### src/rtl/gerr_pkg.sv
package gerr_pkg;

    // Word addresses on the register port
    localparam logic [1:0] ADR_STATUS = 2'd0;
    localparam logic [1:0] ADR_ACK    = 2'd1;
    localparam logic [1:0] ADR_CTRL   = 2'd2;

    // Fault bit positions
    localparam int unsigned POS_CMD_ERR     = 0;
    localparam int unsigned POS_EVT_ABORT   = 2;
    localparam int unsigned POS_PRQ_ABORT   = 3;
    localparam int unsigned POS_MSI_CMD     = 4;
    localparam int unsigned POS_MSI_EVT     = 5;
    localparam int unsigned POS_MSI_PRQ     = 6;
    localparam int unsigned POS_MSI_GENERIC = 7;

    // Position of the enable inside the control word
    localparam int unsigned POS_IRQ_EN = 0;

    typedef enum logic [0:0] {
        IRQ_QUIET  = 1'b0,
        IRQ_RAISED = 1'b1
    } irq_state_e;

endpackage

### src/rtl/gerr_status_bank.sv
module gerr_status_bank #(
    parameter int unsigned      SRC_W    = 8,
    parameter logic [SRC_W-1:0] ERR_MASK = 8'hFD
) (
    input  logic             clk,
    input  logic             rst_n,
    input  logic [SRC_W-1:0] err_pulse,
    input  logic             ack_we,
    input  logic [SRC_W-1:0] ack_wdata,
    output logic [SRC_W-1:0] status_q,
    output logic [SRC_W-1:0] ack_q,
    output logic [SRC_W-1:0] active
);

    logic pulse_unused;
    assign pulse_unused = ^(err_pulse & ~ERR_MASK);

    // Outstanding faults: disagreement inside the implemented mask
    assign active = (status_q ^ ack_q) & ERR_MASK;

    for (genvar i = 0; i < SRC_W; i++) begin : g_bit
        if (ERR_MASK[i]) begin : g_impl
            always_ff @(posedge clk) begin
                if (!rst_n) begin
                    status_q[i] <= 1'b0;
                end else if (err_pulse[i] && !active[i]) begin
                    status_q[i] <= ~status_q[i];
                end
            end
        end else begin : g_none
            assign status_q[i] = 1'b0;
        end
    end

    always_ff @(posedge clk) begin
        if (!rst_n) begin
            ack_q <= '0;
        end else if (ack_we) begin
            ack_q <= ack_wdata;
        end
    end

endmodule

### src/rtl/gerr_reg_port.sv
module gerr_reg_port
    import gerr_pkg::*;
#(
    parameter int unsigned DATA_W = 32,
    parameter int unsigned ADDR_W = 2,
    parameter int unsigned SRC_W  = 8
) (
    input  logic              clk,
    input  logic              rst_n,
    input  logic              reg_sel,
    input  logic              reg_wr,
    input  logic [ADDR_W-1:0] reg_addr,
    input  logic [DATA_W-1:0] reg_wdata,
    input  logic [SRC_W-1:0]  status_q,
    input  logic [SRC_W-1:0]  ack_q,
    output logic              ack_we,
    output logic [SRC_W-1:0]  ack_wdata,
    output logic              irq_en,
    output logic [DATA_W-1:0] reg_rdata
);

    localparam int unsigned WORDS = 1 << ADDR_W;

    logic wr_ack;
    logic wr_ctrl;
    logic rd_strobe;
    logic wdata_unused;
    logic [WORDS-1:0][DATA_W-1:0] word_view;

    assign wdata_unused = ^reg_wdata[DATA_W-1:SRC_W];

    assign wr_ack    = reg_sel && reg_wr && (reg_addr == ADDR_W'(ADR_ACK));
    assign wr_ctrl   = reg_sel && reg_wr && (reg_addr == ADDR_W'(ADR_CTRL));
    assign rd_strobe = reg_sel && !reg_wr;

    assign ack_we    = wr_ack;
    assign ack_wdata = reg_wdata[SRC_W-1:0];

    always_ff @(posedge clk) begin
        if (!rst_n) begin
            irq_en <= 1'b0;
        end else if (wr_ctrl) begin
            irq_en <= reg_wdata[POS_IRQ_EN];
        end
    end

    for (genvar w = 0; w < WORDS; w++) begin : g_word
        always_comb begin
            word_view[w] = '0;
            if (w == int'(ADR_STATUS)) begin
                word_view[w][SRC_W-1:0] = status_q;
            end else if (w == int'(ADR_ACK)) begin
                word_view[w][SRC_W-1:0] = ack_q;
            end else if (w == int'(ADR_CTRL)) begin
                word_view[w][POS_IRQ_EN] = irq_en;
            end
        end
    end

    always_comb begin
        reg_rdata = '0;
        if (rd_strobe) begin
            reg_rdata = word_view[reg_addr];
        end
    end

endmodule

### src/rtl/gerr_irq_fsm.sv
module gerr_irq_fsm
    import gerr_pkg::*;
(
    input  logic clk,
    input  logic rst_n,
    input  logic irq_en,
    input  logic any_active,
    output logic irq
);

    irq_state_e state_q;
    irq_state_e state_d;

    always_ff @(posedge clk) begin
        if (!rst_n) begin
            state_q <= IRQ_QUIET;
        end else begin
            state_q <= state_d;
        end
    end

    always_comb begin
        state_d = state_q;
        unique case (state_q)
            IRQ_QUIET: begin
                if (irq_en && any_active) begin
                    state_d = IRQ_RAISED;
                end
            end
            IRQ_RAISED: begin
                if (!irq_en || !any_active) begin
                    state_d = IRQ_QUIET;
                end
            end
            default: state_d = IRQ_QUIET;
        endcase
    end

    always_comb begin
        irq = (state_q == IRQ_RAISED);
    end

endmodule

### src/rtl/gerr_toggle_unit.sv
module gerr_toggle_unit #(
    parameter int unsigned      DATA_W   = 32,
    parameter int unsigned      ADDR_W   = 2,
    parameter int unsigned      SRC_W    = 8,
    parameter logic [SRC_W-1:0] ERR_MASK = 8'hFD
) (
    input  logic              clk,
    input  logic              rst_n,
    input  logic [SRC_W-1:0]  err_pulse,
    input  logic              reg_sel,
    input  logic              reg_wr,
    input  logic [ADDR_W-1:0] reg_addr,
    input  logic [DATA_W-1:0] reg_wdata,
    output logic [DATA_W-1:0] reg_rdata,
    output logic              irq
);

    logic [SRC_W-1:0] status_q;
    logic [SRC_W-1:0] ack_q;
    logic [SRC_W-1:0] active;
    logic [SRC_W-1:0] ack_wdata;
    logic             ack_we;
    logic             irq_en;
    logic             any_active;

    assign any_active = |active;

    gerr_status_bank #(
        .SRC_W    (SRC_W),
        .ERR_MASK (ERR_MASK)
    ) u_bank (
        .clk       (clk),
        .rst_n     (rst_n),
        .err_pulse (err_pulse),
        .ack_we    (ack_we),
        .ack_wdata (ack_wdata),
        .status_q  (status_q),
        .ack_q     (ack_q),
        .active    (active)
    );

    gerr_reg_port #(
        .DATA_W (DATA_W),
        .ADDR_W (ADDR_W),
        .SRC_W  (SRC_W)
    ) u_port (
        .clk       (clk),
        .rst_n     (rst_n),
        .reg_sel   (reg_sel),
        .reg_wr    (reg_wr),
        .reg_addr  (reg_addr),
        .reg_wdata (reg_wdata),
        .status_q  (status_q),
        .ack_q     (ack_q),
        .ack_we    (ack_we),
        .ack_wdata (ack_wdata),
        .irq_en    (irq_en),
        .reg_rdata (reg_rdata)
    );

    gerr_irq_fsm u_fsm (
        .clk        (clk),
        .rst_n      (rst_n),
        .irq_en     (irq_en),
        .any_active (any_active),
        .irq        (irq)
    );

endmodule

### config.mk
export PLATFORM = sky130hd
export DESIGN_NAME = gerr_toggle_unit
export DESIGN_NICKNAME = d
export VERILOG_FILES = /design/src/rtl/gerr_pkg.sv /design/src/rtl/gerr_status_bank.sv /design/src/rtl/gerr_reg_port.sv /design/src/rtl/gerr_irq_fsm.sv /design/src/rtl/gerr_toggle_unit.sv
export SDC_FILE = /design/constraint.sdc
export NUM_CORES = 1
export LEC_CHECK = 0
export BUFFER_PORTS_ARGS = -buffer_cell sky130_fd_sc_hd__buf_4
export CAP_MARGIN = 20
export CORE_ASPECT_RATIO = 1.4
export CORE_UTILIZATION = 38
export CTS_BUF_LIST = sky130_fd_sc_hd__clkbuf_8
export CTS_CLUSTER_SIZE = 40
export DETAILED_ROUTE_END_ITERATION = 7
export PLACE_DENSITY = 0.77
export RECOVER_POWER = 100
export SKIP_CTS_REPAIR_TIMING = 1
export SLEW_MARGIN = 40
export SYNTH_ARGS = -nofsm -noshare
export SYNTH_HDL_FRONTEND = slang
export SYNTH_HIERARCHICAL = 1
export SYNTH_SLANG_ARGS = --single-unit
### constraint.sdc
create_clock -name clk -period 1.3 [get_ports clk]
set_clock_uncertainty 0.15 [all_clocks]
set_input_delay 0.26 -clock clk [delete_from_list [all_inputs] [get_ports clk]]
set_output_delay 0.26 -clock clk [all_outputs]
set_load 0.005 [all_outputs]
* Word level (Yosys, flattened, before mapping)
Index checks and enable logic that the tools add are counted.
** Word-level totals
- Flip-flop bits (word level) :: 17
- Bits of input ports :: 46
- Output and inout port bits :: 33
** Cells by class
- Order comparisons :: 1
- Eq/ne operators :: 2
- Muxes and demuxes :: 6
- Bitwise operators :: 9
- Reductions and logical operators :: 24
** Operators with widths (number)
- binary-select mux 32 bit (select 2 bit) :: 1
- 2-to-1 mux 32 bit :: 2
- logical AND 1 bit :: 12
- zero test 1 bit :: 10
- inverter 1 bit :: 8
- XOR 8 bit :: 1
- OR reduction 7 bit :: 1
- < comparator 2 x 3 -> 1 bit, second input constant :: 1
- == test 2 x 1 -> 1 bit, second input constant :: 1
- == test 2 bit, second input constant :: 1
- 2-to-1 mux 1 bit :: 2
- one-hot mux 1 bit (2 select lines) :: 1
- logical OR 1 bit :: 1

* Logic depth before layout (Yosys ltp)
Gate-level depths: netlist of the first run.
- Depth after elaboration :: 6
- Depth in mapped cells :: 5
- Depth with buffers taken out :: 4

* Cells and area by module
Netlist of the first run, hierarchy kept.
** By module, submodules not included
- gerr_status_bank :: times used 1, cells an instance 58, area an instance 636.9 sq um, sequential area each 300.3 sq um
- gerr_reg_port :: times used 1, cells an instance 60, area an instance 469.2 sq um, sequential area each 20.0 sq um
- gerr_irq_fsm :: times used 1, cells an instance 2, area an instance 26.3 sq um, sequential area each 20.0 sq um
- gerr_toggle_unit :: times used 1, cells an instance 3, area an instance 16.3 sq um, sequential area each 0.0 sq um

* Worst setup path before layout of the first run
OpenSTA, ideal clock, no wires.
- Kind :: input port to flip-flop
- Start :: input port reg_addr[0]
- End :: register u_bank.ack_q[0]
- Setup time :: 0.116 ns
- Arrival time :: 1.075 ns
- Required time :: 1.034 ns
- Path slack :: -0.041 ns
- Cell stages on the path :: 5
- Buffers on the path :: 2
- Cells stage by stage :: buf_2 and4b_2 buf_6 mux2i_1 nor2b_1
** On the way
- Word-level cells in the longest chain between the ends :: 2
** RTL lines
- start, declared :: RTL line gerr_toggle_unit.sv:12 : input logic [ADDR_W-1:0] reg_addr,
- == test 2 x 1 -> 1 bit :: RTL line gerr_reg_port.sv:32 : assign wr_ack = reg_sel && reg_wr && (reg_addr == ADDR_W'(ADR_ACK));
- logical AND 1 bit :: RTL line gerr_reg_port.sv:32
- via ack_we :: RTL line gerr_toggle_unit.sv:22 : logic ack_we;
- end signal, assigned :: RTL line gerr_status_bank.sv:39 : ack_q <= ack_wdata;
- end, declared :: RTL line gerr_status_bank.sv:11 : output logic [SRC_W-1:0] ack_q,
The timed path passes the listed nets, and every way through them passes these cells.
A chain may end at the register's enable or synchronous reset.

* Worst setup path after layout of the first run
- Start :: input port reg_addr[1]
- End :: output port reg_rdata[3]
** On the way
- Word-level cells in the longest chain between the ends :: 3
** RTL lines
- binary-select mux 32 bit (select 2 bit) :: RTL line gerr_reg_port.sv:63 : reg_rdata = word_view[reg_addr];
- 2-to-1 mux 32 bit (not written as such) :: RTL line gerr_reg_port.sv:63
- 2-to-1 mux 32 bit :: RTL line gerr_reg_port.sv:62 : if (rd_strobe) begin
- end, declared :: RTL line gerr_toggle_unit.sv:14 : output logic [DATA_W-1:0] reg_rdata,
No other way between the ends. The select of a mux whose other input is x is not followed.

==> reports/metrics.json, run 1 <==
{
  "detailedPlace.worstSlack_ns": -0.259,
  "grt_first_pass_wirelength_um": 3280,
  "setup_viol": 8,
  "synthMostInstantiatedCell": "sky130_fd_sc_hd__buf_4",
  "vias_in_the_first_global_route": 776,
  "finalHoldViolations": 0,
  "die_h_um": 67.1,
  "tritoncts": "done",
  "fp-row-count": 23,
  "track_usage": 0.136,
  "ys_dominant_reg_cell": "sky130_fd_sc_hd__dfxtp_1",
  "ys.warnings.count": 6,
  "clk_root_buffer_cell": "sky130_fd_sc_hd__clkbuf_8",
  "timing.setup.critical_path_class": "in2out",
  "clock-sinks": 17,
  "drt-initial-drc-count": 1,
  "floorplan.io_pins": 79,
  "cellPowerDensity_nw_per_um2": 795,
  "utilization_after_layout": 0.523,
  "drv_cap": 0,
  "synthesis.instances": 123,
  "register_area_sq_um": 349,
  "synth.top_cells.by_count": "sky130_fd_sc_hd__buf_4, sky130_fd_sc_hd__dfxtp_1, sky130_fd_sc_hd__mux2i_1",
  "design.final.nets": 200,
  "worst-endpoint-arrival_ns": 1.11,
  "min_period_ns": 1.52,
  "worst_hold_path_type": "in2reg",
  "worst_skew_pair.late_latency_ns": 0.25,
  "die-area_sq_um": 3250,
  "async_flop_share": 0,
  "clk_pin_slew_worst_paths_ns": 0.07,
  "dp_hpwl_um": 1590,
  "areaGrowthSynthToFinish_pct": 31.2,
  "core_region_area_sq_um": 2880,
  "synth.top_cell.area_share": 0.296,
  "cts.path.max_buffers": 2,
  "avgRoutedWirePerCell_um": 12.0,
  "post_synth_num_cell_types": 23,
  "crit_buf_inv": 3,
  "drive_gt1_frac": 0.418,
  "path_delay_family": "simple AND/OR/NAND/NOR gates",
  "reg2reg_to": "u_fsm/irq",
  "effective_utilization_at_floorplan": 0.399,
  "antenna_violating_nets_post_route": 0,
  "unrepaired_setup_endpoints_after_global_routing": "yes",
  "reg2reg_depth": 4,
  "critical-path-max-stage-delay_ns": 0.40,
  "grt_start_max_net_pins": 19,
  "port_buffers": 29,
  "timing.critical_path.cells": "buf_6 > or3b_4 > buf_12 > nor2_4 > buf_6",
  "synth.top_cells.by_area": "sky130_fd_sc_hd__dfxtp_1, sky130_fd_sc_hd__buf_4, sky130_fd_sc_hd__mux2i_1",
  "crit_path_end": "reg_rdata[3]",
  "crit_path_frequent_cell": "sky130_fd_sc_hd__buf_6",
  "fill_cells": 270,
  "postSynthRegisterBits": 17,
  "status": "complete, but fails checks",
  "detailedRoute.firstPassIterationCount": 2,
  "cp_max_fo": 7,
  "initial_antenna_violation_count": 0,
  "dr_total_vias": 827,
  "timing.rr.start": "u_bank/ack_q[2]",
  "worst_setup_path_end_kind": "primary output",
  "synth-edff-count": 0,
  "globalRouteOverflowTotal": 0,
  "synth.cell_area_sq_um": 1150,
  "fmax_ghz": 0.659,
  "insertedDiodeCount": 0,
  "most_area_hungry_cell_type_in_the_yosys_netlist": "sky130_fd_sc_hd__dfxtp_1",
  "routed_wirelength_um": 2270,
  "critical_path_start": "reg_addr[1]",
  "cts_buffers": 3,
  "leakage_nw": 0.695,
  "post-route-worst-setup-slack_ns": -0.217,
  "worst_setup_path_start_kind": "input pin",
  "die_width_um": 48.5,
  "route.detailed.vias_per_inst": 4.35,
  "critical-path-slowest-cell": "sky130_fd_sc_hd__or3b_4",
  "syn-mean-instance-area_sq_um": 9.34,
  "drc_violations_left": 0,
  "multiInputGateArea_sq_um": 691,
  "whs_ns": 0.0835,
  "flop2flop_setup_slack_ns": 0.03,
  "worst-path-stages": 5,
  "h-tree-depth": 1,
  "power.ir.vdd_worst_v": 0.000567,
  "seq_total_area_yosys": 0.296,
  "data_required_time_of_the_critical_path_ns": 0.89,
  "finalMaxSlewViolations": 0,
  "globalplace.congestion": 0.695,
  "post-route-period-util": 1.17,
  "failed_checks": "negative setup slack"
}
## stage by stage
step	instance area (sq um)	TNS (ns)	cells	power, mW
finish	1510	-1.63	190	1.20
global route	1510	-1.84	190	1.26
CTS	1370	-2.03	190	1.17
detailed placement	1320	-3.21	186	0.779
global placement	1320	-3.03	186	0.771
floorplan	1240	0	147	0.751
## registers in the layout, summed over array words and instances, names as in the netlist
signal,flops
u_fsm/irq,1
u_port/irq_en,1
u_bank/status_q,7
u_bank/ack_q,8
## where the power goes
| group | switching [mW] | leakage (nW) | internal [mW] |
|---|---|---|---|
| logic | 0.106 | 0.526 | 0.136 |
| registers | 0.0224 | 0.142 | 0.543 |
| clock network | 0.180 | 0.0269 | 0.210 |
| total | 0.308 | 0.695 | 0.889 |
## cells in the final DEF, fill, tap and decap left out, drive strengths merged
master / synthesis / layout
a21boi: 1 / 1
nand4b: 1 / 1
nand3b: 1 / 1
or2b: 1 / 1
nand2: 8 / 8
and3: 1 / 1
conb: 2 / 26
o21ai: 2 / 2
nor2: 7 / 7
nor2b: 8 / 8
and3b: 1 / 1
and4b: 1 / 1
clkbuf: 0 / 3
xor2: 7 / 7
inv: 0 / 1
nand3: 1 / 1
nand2b: 1 / 1
o211a: 6 / 6
buf: 38 / 40
mux2i: 16 / 16
nor4: 2 / 2
dfxtp: 17 / 17
or3b: 1 / 1
## routing by layer
metal / up-vias / track usage / wire [um]
li1: 408 / - / -
met1: 384 / 0.132 / 892
met2: 33 / 0.266 / 1270
met3: 2 / 0.0205 / 93
met4: 0 / 0.0882 / 21
met5: - / 0 / 0
## how the worst min path moves through the flow
stage             startpoint                  to  slack (ns)  cells past startpoint
3_3_place_gp   u_port/irq_en       u_port/irq_en        0.33                      2
5_1_grt         err_pulse[5]  u_bank/status_q[5]        0.08                      2
4_1_cts         err_pulse[5]  u_bank/status_q[5]        0.08                      2
6_report        err_pulse[5]  u_bank/status_q[5]        0.08                      2
2_1_floorplan          rst_n     u_bank/ack_q[0]        0.24                      1
3_5_place_dp   u_port/irq_en           u_fsm/irq        0.34                      1
## cell type report
class / count / share of cell area
multi-input combinational: 92 / 0.458
timing repair buffer: 40 / 0.249
sequential: 17 / 0.232
clock buffer: 3 / 0.0274
clock inverter: 1 / 0.00249
tap: 37 / 0.0307
## cells by family after synthesis
family / after synthesis / share of synthesized area
other: 2 / 0.00654
buffers and inverters: 38 / 0.253
DFF: 17 / 0.296
AOI/OAI and AO/OA: 9 / 0.0708
muxes: 16 / 0.139
xor gates and xnor gates: 7 / 0.0534
and+or+nand+nor: 34 / 0.181
Note: power is estimated with default switching activity, not from simulation.
==> run 2, diff against run 1 <==
--- a/config.mk
+++ b/config.mk
@@ -5,14 +5,13 @@
 export SDC_FILE = /design/constraint.sdc
 export NUM_CORES = 1
 export LEC_CHECK = 0
-export BUFFER_PORTS_ARGS = -buffer_cell sky130_fd_sc_hd__buf_4
+export BUFFER_PORTS_ARGS = -buffer_cell sky130_fd_sc_hd__buf_2
 export CAP_MARGIN = 20
 export CORE_ASPECT_RATIO = 1.4
-export CORE_UTILIZATION = 38
-export CTS_BUF_LIST = sky130_fd_sc_hd__clkbuf_8
+export CORE_UTILIZATION = 37
 export CTS_CLUSTER_SIZE = 40
 export DETAILED_ROUTE_END_ITERATION = 7
-export PLACE_DENSITY = 0.77
+export PLACE_DENSITY = 0.76
 export RECOVER_POWER = 100
 export SKIP_CTS_REPAIR_TIMING = 1
 export SLEW_MARGIN = 40
==> reports/metrics.json, run 2 (synthesis gave the netlist of run 1 again) <==
{
  "placed_area_sq_um": 1270,
  "die-area_sq_um": 3330,
  "p_switching_uw": 290,
  "min_period_ns": 1.52,
  "worst-endpoint-arrival_ns": 1.11,
  "drt-initial-drc-count": 16,
  "final_common_cell": "sky130_fd_sc_hd__buf_2",
  "post-route-worst-setup-slack_ns": -0.220,
  "post-place-cells": 189,
  "drive_gt1_frac": 0.405,
  "insertedDiodeCount": 0,
  "clk_pin_slew_worst_paths_ns": 0.06,
  "data_required_time_of_the_critical_path_ns": 0.89,
  "route.detailed.vias_per_inst": 4.27,
  "dp_hpwl_um": 1560,
  "tritoncts": "done",
  "layout_top_registers": "u_bank/ack_q (8), u_bank/status_q (7)",
  "power_report.internal_total_uw": 886,
  "worst_setup_path_end_kind": "primary output",
  "fmax_ghz": 0.658,
  "floorplan.io_pins": 79,
  "leakage_nw": 0.686,
  "detailedRoute.firstPassIterationCount": 4,
  "dr_total_vias": 832,
  "largest_register_ffs": 8,
  "routed_wirelength_um": 2060,
  "cp_max_fo": 5,
  "grt_first_pass_wirelength_um": 3140,
  "initial_antenna_violation_count": 0,
  "vias_in_the_first_global_route": 721,
  "finalHoldViolations": 0,
  "post-route-period-util": 1.17,
  "worst_hold_path_type": "in2reg",
  "avgRoutedWirePerCell_um": 10.6,
  "cts.path.max_buffers": 2,
  "cellPowerDensity_nw_per_um2": 823,
  "globalplace.congestion": 0.719,
  "die_width_um": 49.1,
  "detailedPlace.worstSlack_ns": -0.282,
  "fp-row-count": 23,
  "drc_violations_left": 0,
  "timing.setup.critical_path_class": "in2out",
  "failed_checks": "negative setup slack",
  "power.share.sequential": 0.479,
  "pwr-share-comb": 0.195,
  "track_usage": 0.123,
  "worst_setup_path_start_kind": "input pin",
  "clock-sinks": 17,
  "port_buffers": 29,
  "power.ir.vdd_worst_v": 0.000566,
  "setup_viol": 9,
  "antenna_violating_nets_post_route": 0,
  "drv_cap": 0,
  "status": "complete, but fails checks",
  "clk_root_buffer_cell": "sky130_fd_sc_hd__clkbuf_8",
  "layout.cells.non_filler": 195,
  "globalRouteOverflowTotal": 0,
  "worst_skew_pair.late_latency_ns": 0.24,
  "areaGrowthSynthToFinish_pct": 24.5,
  "registers.top_by_ff_count": "u_bank/ack_q",
  "power_switching_share": 0.247,
  "die_h_um": 67.9,
  "finalMaxSlewViolations": 0,
  "design.final.nets": 205,
  "layout.cells.most_common_list": "sky130_fd_sc_hd__buf_2, sky130_fd_sc_hd__conb_1, sky130_fd_sc_hd__dfxtp_1",
  "grt_start_max_net_pins": 19,
  "reg2reg_depth": 5,
  "core_region_area_sq_um": 2910,
  "hold_depth": 2,
  "cts_buffers": 3,
  "effective_utilization_at_floorplan": 0.395,
  "post-route-cell-area_sq_um": 1430,
  "p_clk_frac": 0.326,
  "tns_ns": -1.65,
  "h-tree-depth": 1,
  "unrepaired_setup_endpoints_after_global_routing": "yes"
}
[run 2: changes by cell type in the layout (fill, tap and decap cells not counted), sizes merged]
cell    previous run  this run
buf               40        45
clkbuf             3         4
inv                1         0
[run 2: area by class of cell]
cell class | count | area (sq um)
tap | 37 | 46.3
timing repair buffer | 45 | 318
sequential | 17 | 343
fill | 297 | 1480
clock buffer | 4 | 45.0
multi-input combinational | 92 | 678
[run 2: worst paths after layout]
check,from,end,slack [ns]
min reg2reg,u_port/irq_en,u_port/irq_en,0.33
max,reg_addr[1],reg_rdata[6],-0.22
max reg2reg,u_bank/status_q[0],u_fsm/irq,-0.03
min,err_pulse[0],u_bank/status_q[0],0.1
[run 2: critical path, cell delays in order]
cell	delay, ns
sky130_fd_sc_hd__buf_6	0.09
sky130_fd_sc_hd__or3b_4	0.40
sky130_fd_sc_hd__buf_8	0.16
sky130_fd_sc_hd__nor2_4	0.08
sky130_fd_sc_hd__buf_2	0.11
[run 2: power groups by stage]
stage	clock (mW)	sequential [mW]	combinational [mW]
after floorplan	0	0.571	0.179
after global placement	0	0.573	0.187
after detailed placement	0	0.574	0.190
after CTS	0.395	0.562	0.190
after global routing	0.422	0.566	0.252
final	0.384	0.564	0.229
[run 2: layer usage]
layer / GRT usage / vias to the layer above / share of wire
li1: - / 419 / -
met1: 0.129 / 382 / 0.38
met2: 0.233 / 27 / 0.56
met3: 0.0267 / 4 / 0.044
met4: 0.0551 / 0 / 0.017
met5: 0 / - / 0
[run 2: stage by stage]
stage                     utilization  total power, mW  hold slack, ns
after CTS                       0.452             1.15          0.0981
after floorplan                     -            0.751           0.238
after global placement          0.437            0.760           0.331
after global routing            0.492             1.24          0.0952
final                           0.492             1.18          0.0993
after detailed placement        0.437            0.764           0.337
==> run 3, diff against run 2 <==
--- a/config.mk
+++ b/config.mk
@@ -7,7 +7,7 @@
 export LEC_CHECK = 0
 export BUFFER_PORTS_ARGS = -buffer_cell sky130_fd_sc_hd__buf_2
 export CAP_MARGIN = 20
-export CORE_ASPECT_RATIO = 1.4
+export CORE_ASPECT_RATIO = 2
 export CORE_UTILIZATION = 37
 export CTS_CLUSTER_SIZE = 40
 export DETAILED_ROUTE_END_ITERATION = 7
==> constraint.sdc (replaced) <==
create_clock -name clk -period 1.3 [get_ports clk]
set_clock_uncertainty 0.15 [all_clocks]
set_input_delay 0.26 -clock clk [delete_from_list [all_inputs] [get_ports clk]]
set_output_delay 0.26 -clock clk [all_outputs]
set_load 0.1 [all_outputs]
==> reports/metrics.json, run 3 (synthesis gave the netlist of run 1 again) <==
{
  "status": "complete, but fails checks",
  "failed_checks": "negative setup slack",
  "cellPowerDensity_nw_per_um2": 1010,
  "placed_area_sq_um": 1380,
  "cp_max_fo": 7,
  "leakage_nw": 0.673,
  "globalplace.congestion": 0.725,
  "routed_wirelength_um": 2040,
  "die_width_um": 41.4,
  "pwr-share-comb": 0.355,
  "fmax_ghz": 0.622,
  "route.detailed.vias_per_inst": 4.47,
  "effective_utilization_at_floorplan": 0.390,
  "worst_setup_path_start_kind": "input pin",
  "worst_setup_path_end_kind": "primary output",
  "tritoncts": "done",
  "h-tree-depth": 1,
  "power.ir.vdd_worst_v": 0.000680,
  "timing.rr.start": "u_bank/status_q[0]",
  "avgRoutedWirePerCell_um": 11.3,
  "post-route-period-util": 1.24,
  "grtUsageMet2": 0.233,
  "clk_pin_slew_worst_paths_ns": 0.06,
  "p_clk_frac": 0.266,
  "clock-sinks": 17,
  "finalHoldViolations": 0,
  "largest_register_ffs": 8,
  "hold_depth": 2,
  "data_required_time_of_the_critical_path_ns": 0.89,
  "drive_gt1_frac": 0.377,
  "worst_hold_path_type": "in2reg",
  "grt_start_max_net_pins": 19,
  "drt-initial-drc-count": 12,
  "cts_buffers": 3,
  "core_region_area_sq_um": 2940,
  "vias_in_the_first_global_route": 686,
  "setup_viol": 9,
  "registers.top_by_ff_count": "u_bank/ack_q",
  "groute.layer.met3.usage": 0.0328,
  "die-area_sq_um": 3340,
  "antenna_violating_nets_post_route": 0,
  "post-route-worst-setup-slack_ns": -0.308,
  "drv_cap": 0,
  "layout.cells.most_common_list": "sky130_fd_sc_hd__conb_1, sky130_fd_sc_hd__buf_2, sky130_fd_sc_hd__mux2i_1",
  "clk_root_buffer_cell": "sky130_fd_sc_hd__clkbuf_8",
  "reg2reg_to": "u_fsm/irq",
  "port_buffers": 29,
  "worst_hold_path.endpoint": "u_bank/status_q[0]",
  "detailedPlace.worstSlack_ns": -0.358,
  "final_common_cell": "sky130_fd_sc_hd__conb_1",
  "layout_top_registers": "u_bank/ack_q (8), u_bank/status_q (7)",
  "timing.setup.critical_path_class": "in2out",
  "worst_skew_pair.late_latency_ns": 0.25,
  "finalMaxSlewViolations": 0,
  "utilization_after_layout": 0.497,
  "use_met1": 0.158,
  "fin_total_pwr_mw": 1.48,
  "areaGrowthSynthToFinish_pct": 27.3,
  "drc_violations_left": 0,
  "die_h_um": 80.8,
  "power_switching_share": 0.412,
  "fp-row-count": 28,
  "grt_first_pass_wirelength_um": 3110,
  "worst_hold_startpoint": "err_pulse[0]",
  "flop2flop_setup_slack_ns": -0.05,
  "floorplan.io_pins": 79,
  "power.share.sequential": 0.379,
  "p_switching_uw": 610,
  "power_report.internal_total_uw": 872,
  "min_period_ns": 1.61,
  "detailedRoute.firstPassIterationCount": 4,
  "dr_total_vias": 809,
  "initial_antenna_violation_count": 0,
  "fill_cells": 296,
  "insertedDiodeCount": 0,
  "globalRouteOverflowTotal": 0,
  "dp_hpwl_um": 1590,
  "unrepaired_setup_endpoints_after_global_routing": "yes",
  "cts.path.max_buffers": 2,
  "grt_most_used_layer": "met2",
  "reg2reg_depth": 5,
  "post-route-cell-area_sq_um": 1460,
  "track_usage": 0.144,
  "design.final.nets": 198,
  "worst-endpoint-arrival_ns": 1.20
}
[run 3: changes by cell type in the layout (fill, tap and decap cells not counted), moves of 2 or more]
cell / delta
sky130_fd_sc_hd__nor4_1: -2
sky130_fd_sc_hd__mux2i_1: +3
sky130_fd_sc_hd__buf_6: -2
sky130_fd_sc_hd__nor4_2: +2
sky130_fd_sc_hd__buf_4: -3
sky130_fd_sc_hd__buf_2: -9
sky130_fd_sc_hd__mux2i_4: -3
sky130_fd_sc_hd__buf_12: +8
[run 3: per-stage QoR]
stage                     hold WS [ns]  TNS, ns  instances
after floorplan                  0.238    -2.75        147
after global placement           0.346    -3.99        176
after detailed placement         0.354    -4.18        176
after CTS                       0.0872    -2.85        180
after global routing            0.0875    -2.74        181
final                           0.0918    -2.45        181
[run 3: worst max-delay path by stage]
| stage | startpoint | endpoint | slack (ns) | cells after the start |
|---|---|---|---|---|
| 2_1_floorplan | reg_wr | reg_rdata[1] | -0.39 | 3 |
| 3_3_place_gp | reg_wr | reg_rdata[7] | -0.34 | 5 |
| 3_5_place_dp | reg_wr | reg_rdata[1] | -0.36 | 5 |
| 4_1_cts | reg_wr | reg_rdata[1] | -0.36 | 5 |
| 5_1_grt | u_bank/status_q[0] | reg_rdata[0] | -0.34 | 4 |
| 6_report | reg_wr | reg_rdata[1] | -0.31 | 5 |
[run 3: cell type report]
cell class                 count  area [sq um]  share of cell area
tap                           30          37.5              0.0257
timing repair buffer          38           373               0.255
clock buffer                   4          45.0              0.0308
multi-input combinational     92           661               0.452
sequential                    17           347               0.237
[run 3: critical path, stage by stage]
cell and delay [ns]:
sky130_fd_sc_hd__buf_6 0.09, sky130_fd_sc_hd__or3b_4 0.39, sky130_fd_sc_hd__buf_12 0.16, sky130_fd_sc_hd__nor2_4 0.10
sky130_fd_sc_hd__buf_12 0.18
[run 3: metal layers]
layer,up-vias,part of all wire
li1,404,-
met5,-,0
met2,38,0.54
met1,362,0.38
met4,0,0.024
met3,5,0.060
[run 3: power groups by stage]
stage / combinational [mW] / sequential [mW] / clock (mW)
3_3_place_gp: 0.509 / 0.575 / 0
4_1_cts: 0.513 / 0.564 / 0.412
2_1_floorplan: 0.507 / 0.574 / 0
6_report: 0.526 / 0.563 / 0.394
5_1_grt: 0.551 / 0.565 / 0.444
3_5_place_dp: 0.513 / 0.576 / 0
